===== config.mk =====
export PLATFORM = sky130hd
export DESIGN_NAME = pwm_bank
export DESIGN_NICKNAME = d
export VERILOG_FILES = /design/src/rtl/pwm_bank_pkg.sv /design/src/rtl/pwm_bank_regs.sv /design/src/rtl/pwm_bank_chan.sv /design/src/rtl/pwm_bank.sv
export SDC_FILE = /design/constraint.sdc
export NUM_CORES = 2
export LEC_CHECK = 0
export BUFFER_PORTS_ARGS = -buffer_cell sky130_fd_sc_hd__buf_2
export CAP_MARGIN = 5
export CORE_MARGIN = 2
export CORE_UTILIZATION = 63
export DETAILED_ROUTE_END_ITERATION = 10
export PLACE_DENSITY = 0.76
export RECOVER_POWER = 100
export SLEW_MARGIN = 15
export SYNTH_ARGS = -nofsm -noshare
export SYNTH_HDL_FRONTEND = slang
export SYNTH_SLANG_ARGS = --single-unit

===== constraint.sdc =====
create_clock -name clk -period 5.9 [get_ports clk]
set_input_delay 0.295 -clock clk [delete_from_list [all_inputs] [get_ports clk]]
set_output_delay 0.295 -clock clk [all_outputs]
set_load 0.1 [all_outputs]

===== src/rtl/pwm_bank_pkg.sv =====
// Package: shared field positions and register offsets of the PWM bank.
// Assumes byte addressing with 32-bit registers on word boundaries.
package pwm_bank_pkg;
    localparam int CTL_RUN_BIT    = 0;
    localparam int CTL_COMMIT_BIT = 2;
    localparam int CTL_CONT_BIT   = 5;
    localparam int CTL_LEAD_BIT   = 8;

    localparam int OFF_CTL  = 'h00;
    localparam int OFF_PER  = 'h08;
    localparam int OFF_LEN  = 'h0C;
endpackage


===== src/rtl/pwm_bank_regs.sv =====
// Module: register file of the PWM bank. Decodes byte addresses into a
// channel index and an offset, keeps the holding copy of each channel's
// control, period and first-phase length, produces a one-cycle commit strobe
// and serves combinational reads.
// Assumes: single-cycle writes. Accesses at or above WINDOW are dropped.
module pwm_bank_regs
    import pwm_bank_pkg::*;
#(
    parameter int NUM_CH    = 6,
    parameter int DATA_W    = 32,
    parameter int ADDR_W    = 8,
    parameter int CH_STRIDE = 32,
    parameter int WINDOW    = 176
) (
    input  logic                           clk,
    input  logic                           rst_n,
    input  logic [ADDR_W-1:0]              bus_addr,
    input  logic                           bus_we,
    input  logic [DATA_W-1:0]              bus_wdata,
    output logic [DATA_W-1:0]              bus_rdata,
    output logic [NUM_CH-1:0]              run_q,
    output logic [NUM_CH-1:0]              commit_p,
    output logic [NUM_CH-1:0]              commit_lead,
    output logic [NUM_CH-1:0][DATA_W-1:0]  per_q,
    output logic [NUM_CH-1:0][DATA_W-1:0]  len_q
);
    localparam int CH_SHIFT = $clog2(CH_STRIDE);
    localparam int IDX_W    = ADDR_W - CH_SHIFT;
    localparam logic [ADDR_W-1:0] WIN_END = ADDR_W'(WINDOW);

    logic                   in_win;
    logic [IDX_W-1:0]       ch_idx;
    logic [CH_SHIFT-1:0]    off;
    logic [NUM_CH-1:0]      sel;
    logic [NUM_CH-1:0]      cont_q;
    logic [NUM_CH-1:0]      lead_q;

    // Split the address into a window flag, a channel index and an offset.
    always_comb begin
        in_win = (bus_addr < WIN_END);
        ch_idx = bus_addr[ADDR_W-1:CH_SHIFT];
        off    = bus_addr[CH_SHIFT-1:0];
    end

    genvar c;
    generate
        for (c = 0; c < NUM_CH; c++) begin : g_ch
            logic wr_ctl, wr_per, wr_len;

            // Select this channel and pick the register being written.
            always_comb begin
                sel[c] = in_win && (ch_idx == IDX_W'(c));
                wr_ctl = bus_we && sel[c] && (off == CH_SHIFT'(OFF_CTL));
                wr_per = bus_we && sel[c] && (off == CH_SHIFT'(OFF_PER));
                wr_len = bus_we && sel[c] && (off == CH_SHIFT'(OFF_LEN));
            end

            // Holding registers and the commit strobe of one channel.
            always_ff @(posedge clk) begin
                if (!rst_n) begin
                    run_q[c]       <= 1'b0;
                    cont_q[c]      <= 1'b0;
                    lead_q[c]      <= 1'b0;
                    per_q[c]       <= '0;
                    len_q[c]       <= '0;
                    commit_p[c]    <= 1'b0;
                    commit_lead[c] <= 1'b0;
                end else begin
                    commit_p[c] <= 1'b0;
                    if (wr_ctl) begin
                        run_q[c]  <= bus_wdata[CTL_RUN_BIT];
                        cont_q[c] <= bus_wdata[CTL_CONT_BIT];
                        lead_q[c] <= bus_wdata[CTL_LEAD_BIT];
                        if (bus_wdata[CTL_COMMIT_BIT]) begin
                            commit_p[c]    <= 1'b1;
                            commit_lead[c] <= bus_wdata[CTL_LEAD_BIT];
                        end
                    end
                    if (wr_per) per_q[c] <= bus_wdata;
                    if (wr_len) len_q[c] <= bus_wdata;
                end
            end
        end
    endgenerate

    // Read mux: holding values of the addressed register, zero elsewhere.
    always_comb begin
        bus_rdata = '0;
        for (int k = 0; k < NUM_CH; k++) begin
            if (sel[k]) begin
                if (off == CH_SHIFT'(OFF_CTL)) begin
                    bus_rdata[CTL_RUN_BIT]  = run_q[k];
                    bus_rdata[CTL_CONT_BIT] = cont_q[k];
                    bus_rdata[CTL_LEAD_BIT] = lead_q[k];
                end else if (off == CH_SHIFT'(OFF_PER)) begin
                    bus_rdata = per_q[k];
                end else if (off == CH_SHIFT'(OFF_LEN)) begin
                    bus_rdata = len_q[k];
                end
            end
        end
    end

    // a write outside the window leaves every holding register unchanged.
    assert_oob_write_ignored_R9: assert property (@(posedge clk) disable iff (!rst_n)
        (bus_we && !in_win) |=> ($stable(per_q) && $stable(len_q) && $stable(run_q)
                                 && $stable(lead_q) && $stable(cont_q)));

    // the commit strobe lasts exactly one cycle per control write.
    assert_commit_single_R2: assert property (@(posedge clk) disable iff (!rst_n)
        (commit_p != '0 && !bus_we) |=> (commit_p == '0));
endmodule


===== src/rtl/pwm_bank_chan.sv =====
// Module: one PWM channel. It holds the pending stage filled by a commit,
// the active stage used by the counter, and the period counter. It decodes
// the output from the count and the active values.
// Assumes: commit_i is a one-cycle strobe; per_i/len_i are the holding copies.
module pwm_bank_chan #(
    parameter int DATA_W = 32
) (
    input  logic              clk,
    input  logic              rst_n,
    input  logic              run_i,
    input  logic              commit_i,
    input  logic              lead_i,
    input  logic [DATA_W-1:0] per_i,
    input  logic [DATA_W-1:0] len_i,
    output logic              pwm_o
);
    logic              pend_v;
    logic              pend_lead;
    logic [DATA_W-1:0] pend_per, pend_len;
    logic              act_lead;
    logic [DATA_W-1:0] act_per, act_len;
    logic [DATA_W-1:0] cnt;
    logic              running, wrap, xfer, first;

    // Counter state and the moment the pending values may move in.
    always_comb begin
        running = run_i && (act_per != '0);
        wrap    = running && (cnt == act_per - DATA_W'(1));
        xfer    = pend_v && (!running || wrap);
    end

    // Pending stage: filled by a commit and emptied by a transfer.
    always_ff @(posedge clk) begin
        if (!rst_n) begin
            pend_v    <= 1'b0;
            pend_lead <= 1'b0;
            pend_per  <= '0;
            pend_len  <= '0;
        end else if (commit_i) begin
            pend_v    <= 1'b1;
            pend_lead <= lead_i;
            pend_per  <= per_i;
            pend_len  <= len_i;
        end else if (xfer) begin
            pend_v    <= 1'b0;
        end
    end

    // Active stage: changes only on a wrap or while the channel is idle.
    always_ff @(posedge clk) begin
        if (!rst_n) begin
            act_lead <= 1'b0;
            act_per  <= '0;
            act_len  <= '0;
        end else if (xfer) begin
            act_lead <= pend_lead;
            act_per  <= pend_per;
            act_len  <= pend_len;
        end
    end

    // Period counter: steps while running, wraps at period-1, else held at 0.
    always_ff @(posedge clk) begin
        if (!rst_n)       cnt <= '0;
        else if (wrap)    cnt <= '0;
        else if (running) cnt <= cnt + DATA_W'(1);
        else              cnt <= '0;
    end

    // Output decode: first phase at the lead level, then the opposite level.
    always_comb begin
        first = (cnt < act_len);
        pwm_o = running && (act_len != '0) && (act_lead ? first : !first);
    end

    // a running counter that is not wrapping steps by one.
    assert_count_step_R4: assert property (@(posedge clk) disable iff (!rst_n)
        (running && !wrap) |=> (cnt == $past(cnt) + DATA_W'(1)));

    // the active period never changes inside a running period.
    assert_active_glitch_free_R3: assert property (@(posedge clk) disable iff (!rst_n)
        (running && !wrap) |=> ($stable(act_per) && $stable(act_len) && $stable(act_lead)));

    // on an idle channel a pending commit is consumed at the next edge.
    assert_idle_commit_applies_R3: assert property (@(posedge clk) disable iff (!rst_n)
        (pend_v && !running && !commit_i) |=> !pend_v);

    // with run clear the counter returns to zero.
    assert_stop_clears_R8: assert property (@(posedge clk) disable iff (!rst_n)
        !run_i |=> (cnt == '0));

    // a zero active period keeps the counter at zero.
    assert_zero_period_halt_R7: assert property (@(posedge clk) disable iff (!rst_n)
        (act_per == '0 && !xfer) |=> (cnt == '0));
endmodule


===== src/rtl/pwm_bank.sv =====
// Module: top of the six-channel buffered PWM bank. Connects the register
// file to one channel instance per output.
// Assumes: one clock domain, synchronous active-low reset.
module pwm_bank #(
    parameter int NUM_CH    = 6,
    parameter int DATA_W    = 32,
    parameter int ADDR_W    = 8,
    parameter int CH_STRIDE = 32,
    parameter int WINDOW    = 176
) (
    input  logic              clk,
    input  logic              rst_n,
    input  logic [ADDR_W-1:0] bus_addr,
    input  logic              bus_we,
    input  logic [DATA_W-1:0] bus_wdata,
    output logic [DATA_W-1:0] bus_rdata,
    output logic [NUM_CH-1:0] pwm_out
);
    logic [NUM_CH-1:0]             run_q, commit_p, commit_lead;
    logic [NUM_CH-1:0][DATA_W-1:0] per_q, len_q;

    pwm_bank_regs #(
        .NUM_CH(NUM_CH), .DATA_W(DATA_W), .ADDR_W(ADDR_W),
        .CH_STRIDE(CH_STRIDE), .WINDOW(WINDOW)
    ) u_regs (
        .clk(clk), .rst_n(rst_n),
        .bus_addr(bus_addr), .bus_we(bus_we), .bus_wdata(bus_wdata),
        .bus_rdata(bus_rdata),
        .run_q(run_q), .commit_p(commit_p), .commit_lead(commit_lead),
        .per_q(per_q), .len_q(len_q)
    );

    genvar c;
    generate
        for (c = 0; c < NUM_CH; c++) begin : g_chan
            pwm_bank_chan #(.DATA_W(DATA_W)) u_chan (
                .clk(clk), .rst_n(rst_n),
                .run_i(run_q[c]), .commit_i(commit_p[c]), .lead_i(commit_lead[c]),
                .per_i(per_q[c]), .len_i(len_q[c]),
                .pwm_o(pwm_out[c])
            );
        end
    endgenerate
endmodule


# After elaboration in Yosys (flattened, before gate mapping)

Index checks and enable logic that the tools add are counted.

Add/subtract/negate cells: 12
Order comparisons: 7
Eq/ne operators: 13
Muxes and demuxes: 77
Bitwise logic cells: 7
Reductions and logical operators: 116

Operator list:

| operator                                           | number |
|---|---|
| 2-to-1 mux 32 bit                                  | 22 |
| nonzero test 32 bit                                | 12 |
| adder 32 x 1 -> 32 bit, second input constant      | 6 |
| == test 32 bit                                     | 6 |
| less-than comparator 32 bit                        | 6 |
| subtractor 32 x 1 -> 32 bit, second input constant | 6 |
| 2-to-1 mux 23 bit                                  | 6 |
| logical AND 1 bit                                  | 60 |
| 2-to-1 mux 1 bit                                   | 37 |
| 2-to-1 mux 4 bit                                   | 6 |
| AND reduction 2 bit                                | 12 |
| OR reduction 3 bit                                 | 6 |
| zero test 1 bit                                    | 12 |
| 2-to-1 mux 2 bit                                   | 6 |
| nonzero test 2 bit                                 | 6 |
| == test 5 x 4 -> 1 bit, second input constant      | 2 |
| less-than comparator 8 bit, second input constant  | 1 |
| NOT 1 bit                                          | 7 |
| == test 3 x 2 -> 1 bit, second input constant      | 2 |
| == test 3 bit, second input constant               | 2 |
| logical OR 1 bit                                   | 6 |
| zero test 5 bit                                    | 1 |
| == test 3 x 1 -> 1 bit, second input constant      | 1 |
| zero test 3 bit                                    | 1 |

Register bits: 1392
Input bits: 43
Output and inout port bits: 38
Word-level logic and storage cells: 322

# Logic depth before layout (Yosys ltp)

Depth after elaboration: 29
Gate-level depth with buffers: 15
Gate-level depth less buffers: 11

# Modules after synthesis

Synthesis repeated with hierarchy kept, for this count alone.

Cells, all modules: 9162
Area, all modules: 80569.8 um^2

By module, submodules not included:

| module                               | times used | cells an instance | area each (um^2) | sequential area each (um^2) |
|---|---|---|---|---|
| pwm_bank_chan (g_chan[0].u_chan ...) | 5          | 1126              | 10452.5          | 3263.1 |
| pwm_bank_regs                        | 1          | 2363              | 18437.7          | 8287.9 |
| pwm_bank_chan (g_chan[5].u_chan)     | 1          | 1169              | 9869.5           | 3263.1 |

# Worst setup path before layout

No wires, ideal clock.

Path kind: input to output
Start: input port bus_addr[5]
End: output port bus_rdata[8]
Arrival time: 3509 ps
Data required time: 5605 ps
Path slack: 2096 ps
Stages on the path: 8
Cell sequence: clkbuf_1 -> nor3b_1 -> clkbuf_1 -> clkbuf_1 -> o21ai_0 -> o21ai_0 -> o21ai_0 -> a22oi_1

Longest elaborated chain between the ends: 25
Elaborated cells on any way between the ends: 36
Classes of those cells: 1 x order compare; 5 x eq/ne; 23 x mux; 7 x reduce/logical

Ends and longest elaborated chain:

| what                                                                 | RTL line                                 | RTL |
|---|---|---|
| start, declared                                                      | pwm_bank.sv:13                           | `input logic [ADDR_W-1:0] bus_addr,` |
| less-than comparator 8 bit / zero test 3 bit (equally long branches) | pwm_bank_regs.sv:40, pwm_bank_regs.sv:52 |  |
| logical AND 1 bit                                                    | pwm_bank_regs.sv:52                      | `sel[c] = in_win && (ch_idx == IDX_W'(c));` |
| 2-to-1 mux 32 bit                                                    | pwm_bank_regs.sv:90                      | `if (sel[k]) begin` |
| 2-to-1 mux 32 bit                                                    | pwm_bank_regs.sv:97                      | `end else if (off == CH_SHIFT'(OFF_LEN)) begin` |
| 2-to-1 mux 32 bit                                                    | pwm_bank_regs.sv:95                      | `end else if (off == CH_SHIFT'(OFF_PER)) begin` |
| 2-to-1 mux 1 bit                                                     | pwm_bank_regs.sv:91                      | `if (off == CH_SHIFT'(OFF_CTL)) begin` |
| 2-to-1 mux 32 bit                                                    | pwm_bank_regs.sv:90                      |  |
| 2-to-1 mux 32 bit                                                    | pwm_bank_regs.sv:97                      |  |
| (+9 left out)                                                        | -                                        |  |
| 2-to-1 mux 32 bit                                                    | pwm_bank_regs.sv:97                      |  |
| 2-to-1 mux 32 bit                                                    | pwm_bank_regs.sv:95                      |  |
| 2-to-1 mux 1 bit                                                     | pwm_bank_regs.sv:91                      |  |
| 2-to-1 mux 32 bit                                                    | pwm_bank_regs.sv:90                      |  |
| 2-to-1 mux 32 bit                                                    | pwm_bank_regs.sv:97                      |  |
| 2-to-1 mux 32 bit                                                    | pwm_bank_regs.sv:95                      |  |
| 2-to-1 mux 1 bit                                                     | pwm_bank_regs.sv:91                      |  |
| 2-to-1 mux 32 bit (*)                                                | pwm_bank_regs.sv:90                      |  |
| end, declared                                                        | pwm_bank.sv:16                           | `output logic [DATA_W-1:0] bus_rdata,` |

Mark *: on every way between the ends. The rest lies on a longest branch, timed or not. The select of a mux whose other input is x is not followed.

# Worst setup path in the final report

Start: input port bus_addr[4]
End: output port bus_rdata[16]

Longest elaborated chain between the ends: 29
Elaborated cells on any way between the ends: 38
Classes of those cells: 1 x order compare; 2 x eq/ne; 28 x mux; 7 x reduce/logical

Ends and longest elaborated chain:

| what                   | RTL line |
|---|---|
| == test 5 x 4 -> 1 bit | pwm_bank_regs.sv:97 |
| 2-to-1 mux 32 bit      | pwm_bank_regs.sv:97 |
| 2-to-1 mux 32 bit      | pwm_bank_regs.sv:95 |
| 2-to-1 mux 32 bit      | pwm_bank_regs.sv:91 |
| 2-to-1 mux 32 bit      | pwm_bank_regs.sv:90 |
| 2-to-1 mux 23 bit      | pwm_bank_regs.sv:91 |
| 2-to-1 mux 32 bit      | pwm_bank_regs.sv:90 |
| 2-to-1 mux 32 bit      | pwm_bank_regs.sv:97 |
| (+13 left out)         | - |
| 2-to-1 mux 32 bit      | pwm_bank_regs.sv:97 |
| 2-to-1 mux 32 bit      | pwm_bank_regs.sv:95 |
| 2-to-1 mux 23 bit      | pwm_bank_regs.sv:91 |
| 2-to-1 mux 32 bit      | pwm_bank_regs.sv:90 |
| 2-to-1 mux 32 bit      | pwm_bank_regs.sv:97 |
| 2-to-1 mux 32 bit      | pwm_bank_regs.sv:95 |
| 2-to-1 mux 23 bit      | pwm_bank_regs.sv:91 |
| 2-to-1 mux 32 bit (*)  | pwm_bank_regs.sv:90 |

Marked as above.

==> results.cfg <==
[outcome]
outcome = finished, violations left
violations = max-capacitance violations, max-slew violations

[finish]
final_cell_area_um2 = 74000
fin_util_pct = 68.8
final_cell_mix = dfxtp_1, nand2_1, nor2_1
area_growth_pct = 7.96
final_nets = 8158
final_common_cell = dfxtp_1
drive_above_1_share_pct = 6.23

[critical_path]
worst_r2r_startpoint = g_chan[4].u_chan.act_per[0]$_SDFFE_PN0P_
cp_data_required_time_ns = 5.61
critPathKind = input port to output port
cp-endpoint = bus_rdata[16]
worst_setup_path_end_kind = output port
crit_start = bus_addr[4]
slowest_delay_ns = 1.42
cp.arrival_ns = 4.87
reg2reg_depth = 12
cp-start-kind = input port
path_cells = buf_2 -> nor3_1 -> and3_1 -> buf_4 -> a22oi_1 -> o22ai_1 -> a21oi_1 -> o221ai_1 -> clkbuf_1
crit_fanout = 34
cpMaxStageDelayCell = and3_1
r2r_setup_slack_ns = 1.18
reg2reg_to = g_chan[4].u_chan.act_per[0]$_SDFFE_PN0P_

[global_routing]
globalRouteMet1Util_pct = 54.2
grt_util_met2_pct = 56.8
grt_pass1_vias = 55410
grt_use_total_pct = 39.1
grt_most_used_layer = met2
grt_max_degree = 172
met3_usage_pct = 10.5
grt_antenna_before_repair = 19
grt_overflow = 0
grt_pass1_wl_mm = 339

[sta]
worst-slew-pin-transition_ns = 2.87
fmax_mhz = 194
period_share_pct = 87.5
finalMaxSlewViolations = 773
slew_headroom_pct = -91.1
timing.hold.ws_ns = 0.0442
setup_ws_ns = 0.739
finalCriticalPeriod_ns = 5.16
skew_ns = 0.0346
final-hold-violation-count = 0
rsz0062_at_grt = no
final-setup-viol-count = 0
fin_tns_setup_ns = 0

[detailed_routing]
wl_per_cell_um = 23.9
vias_per_cell = 6.49
wirelength_mm = 225
drc = 0
drtIter0Drc = 8279
ant_nets = 0
firstDrtPassIters = 10
num_vias = 61374

[synthesis]
synth_warnings = 0
ys.flop_type = dfxtp_1
yosysUniqueCellTypes = 84
synth_nets = 8470
ys_seq_area_share_pct = 40.7
synth.avg_cell_area_um2 = 8.33
synth_area_um2 = 68500
synthCells = 8223
synth_edf_count = 0
synth_seq_cells = 1392
async_flop_share_pct = 0

[floorplan]
num_rows = 120
chipHeight_um = 334
start_util_pct = 63.7
core_um2 = 108000
die_area_um2 = 111000
die_x_um = 334
io_pins = 81

[placed_design]
place_ws_ns = 1.62
placedInstanceArea_um2 = 68900
dpl.hpwl_mm = 157
gp_congestion = 1.02
numPortBuffers = 80

[hold_path]
holdCritPathClass = input port to flip-flop

[run]
maxCapViolations = 10

[clocking]
worstSkewPairLatency_ns = 0.79
clk_pin_slew_worst_paths_ns = 0.06
root_buffer = clkbuf_16
cts-resized-gates = 0
tritoncts = built
cts_buffer_depth = 3
cts_sinks = 1392
htreeDepth = 4
cts_made_buffers = 146

[power]
leakagePower_nw = 25.2
internal_power_mw = 15.2
vdd_ir_drop_max_mv = 0.243
p_sw_share_pct = 22.3
power_frac_comb_pct = 2.2
powerDensity_nw_per_um2 = 265
clockPowerShare_pct = 49.8
seq_power_share_pct = 48.0
p_sw_mw = 4.38
==> power by group through the flow <==
| stage | clock network [mW] | registers, mW | logic, mW |
|---|---|---|---|
| after global placement | 0 | 9.61 | 0.392 |
| after floorplan | 0 | 9.61 | 0.234 |
| after global routing | 10.2 | 9.40 | 0.424 |
| final | 9.76 | 9.40 | 0.425 |
| after detailed placement | 0 | 9.61 | 0.393 |
| after CTS | 9.79 | 9.40 | 0.399 |
==> repair_timing <==
action,in CTS,in global routing
buffers inserted,0,0
hold buffers,8,0
hold endpoints to repair,47,0
==> kinds of logic (layout without fill, tap and decap cells) <==
group	count (synthesis)	after routing	synth area share, %
adder cells (fa/ha/maj)	204	204	3.73
other	0	16	0
AO/OA/AOI/OAI	1395	1395	12.7
flip-flops	1392	1392	40.7
AND/OR/NAND/NOR	3264	3264	22.1
buffers and inverters	861	669	5.12
XOR/XNOR	429	429	5.48
multiplexers	678	678	10.1
==> per-stage QoR <==
| step | total power [mW] | std cells |
|---|---|---|
| final | 19.6 | 9450 |
| after detailed placement | 10.0 | 9157 |
| after global placement | 10.0 | 9157 |
| after global routing | 20.0 | 9434 |
| after CTS | 19.6 | 9433 |
| after floorplan | 9.84 | 8223 |
==> how the worst min path moves through the flow <==
stage                     slack [ns]                                        from  cells after the start                                         to
after floorplan                 0.43     g_chan[0].u_chan.pend_lead$_SDFFE_PN0P_                      2     g_chan[0].u_chan.act_lead$_SDFFE_PN0P_
after global placement          0.45          u_regs.commit_lead[0]$_SDFFE_PN0P_                      2         u_regs.commit_lead[0]$_SDFFE_PN0P_
after detailed placement        0.45  g_chan[1].u_chan.pend_len[19]$_SDFFE_PN0P_                      2  g_chan[1].u_chan.act_len[19]$_SDFFE_PN0P_
after CTS                      0.002                                bus_wdata[0]                      3               u_regs.run_q[0]$_SDFFE_PN0P_
after global routing            0.02                                bus_wdata[0]                      3              u_regs.len_q[64]$_SDFFE_PN0P_
final                           0.04                                bus_wdata[0]                      3               u_regs.run_q[0]$_SDFFE_PN0P_
==> per-layer routing <==
metal | routed length, um | vias up
met4 | 11400 | 18
met1 | 91800 | 29314
met5 | 117 | -
met3 | 27200 | 620
li1 | - | 28247
met2 | 94900 | 3175
==> layout make-up <==
cell class | instances | area [um2]
fillers | 8766 | 33500
flip-flops and latches | 1392 | 27900
well taps | 1403 | 1760
diodes | 16 | 40.0
multi-input cells | 5970 | 37200
repair buffers | 172 | 1100
inverters | 229 | 863
clock inverters | 53 | 763
clock buffers | 215 | 4330
==> worst max-delay path, delay by kind of cell <==
family / cells / cell delay [ns]
buf+inv: 3 / 1.50
compound gates: 4 / 0.96
simple gates: 2 / 2.07
==> cell usage after synthesis, drive strengths merged, types with 11 or more instances <==
cell type | instances | area, um2
a211oi | 22 | 165
a21o | 58 | 435
a21oi | 569 | 2850
a221oi | 30 | 263
a222oi | 28 | 280
a22o | 17 | 149
a22oi | 89 | 668
a31oi | 21 | 131
and2 | 16 | 100
and3 | 48 | 300
and4 | 24 | 210
buf | 104 | 664
clkbuf | 528 | 1980
dfxtp | 1392 | 27900
ha | 204 | 2550
inv | 229 | 860
mux2 | 131 | 1480
mux2i | 547 | 5480
nand2 | 1140 | 4280
nand2b | 25 | 156
nand3 | 541 | 2710
nand3b | 74 | 556
nand4 | 112 | 701
nor2 | 779 | 2920
nor2b | 29 | 189
nor3 | 138 | 706
nor4 | 137 | 940
o211ai | 151 | 1130
o21a | 11 | 82.6
o21ai | 219 | 1100
o221ai | 16 | 140
o22ai | 30 | 188
o31ai | 49 | 368
or2 | 11 | 68.8
or3 | 124 | 776
or4 | 34 | 267
xnor2 | 220 | 1930
xor2 | 209 | 1830
==> state kept, by name (all words and copies together) (netlist names) <==
name	cells
g_chan.u_chan.act_lead	6
g_chan.u_chan.act_len	192
g_chan.u_chan.act_per	192
g_chan.u_chan.cnt	192
g_chan.u_chan.pend_lead	6
g_chan.u_chan.pend_len	192
g_chan.u_chan.pend_per	192
g_chan.u_chan.pend_v	6
u_regs.commit_lead	6
u_regs.commit_p	6
u_regs.cont_q	6
u_regs.lead_q	6
u_regs.len_q	192
u_regs.per_q	192
u_regs.run_q	6
Power figures use the tool's default switching activity.
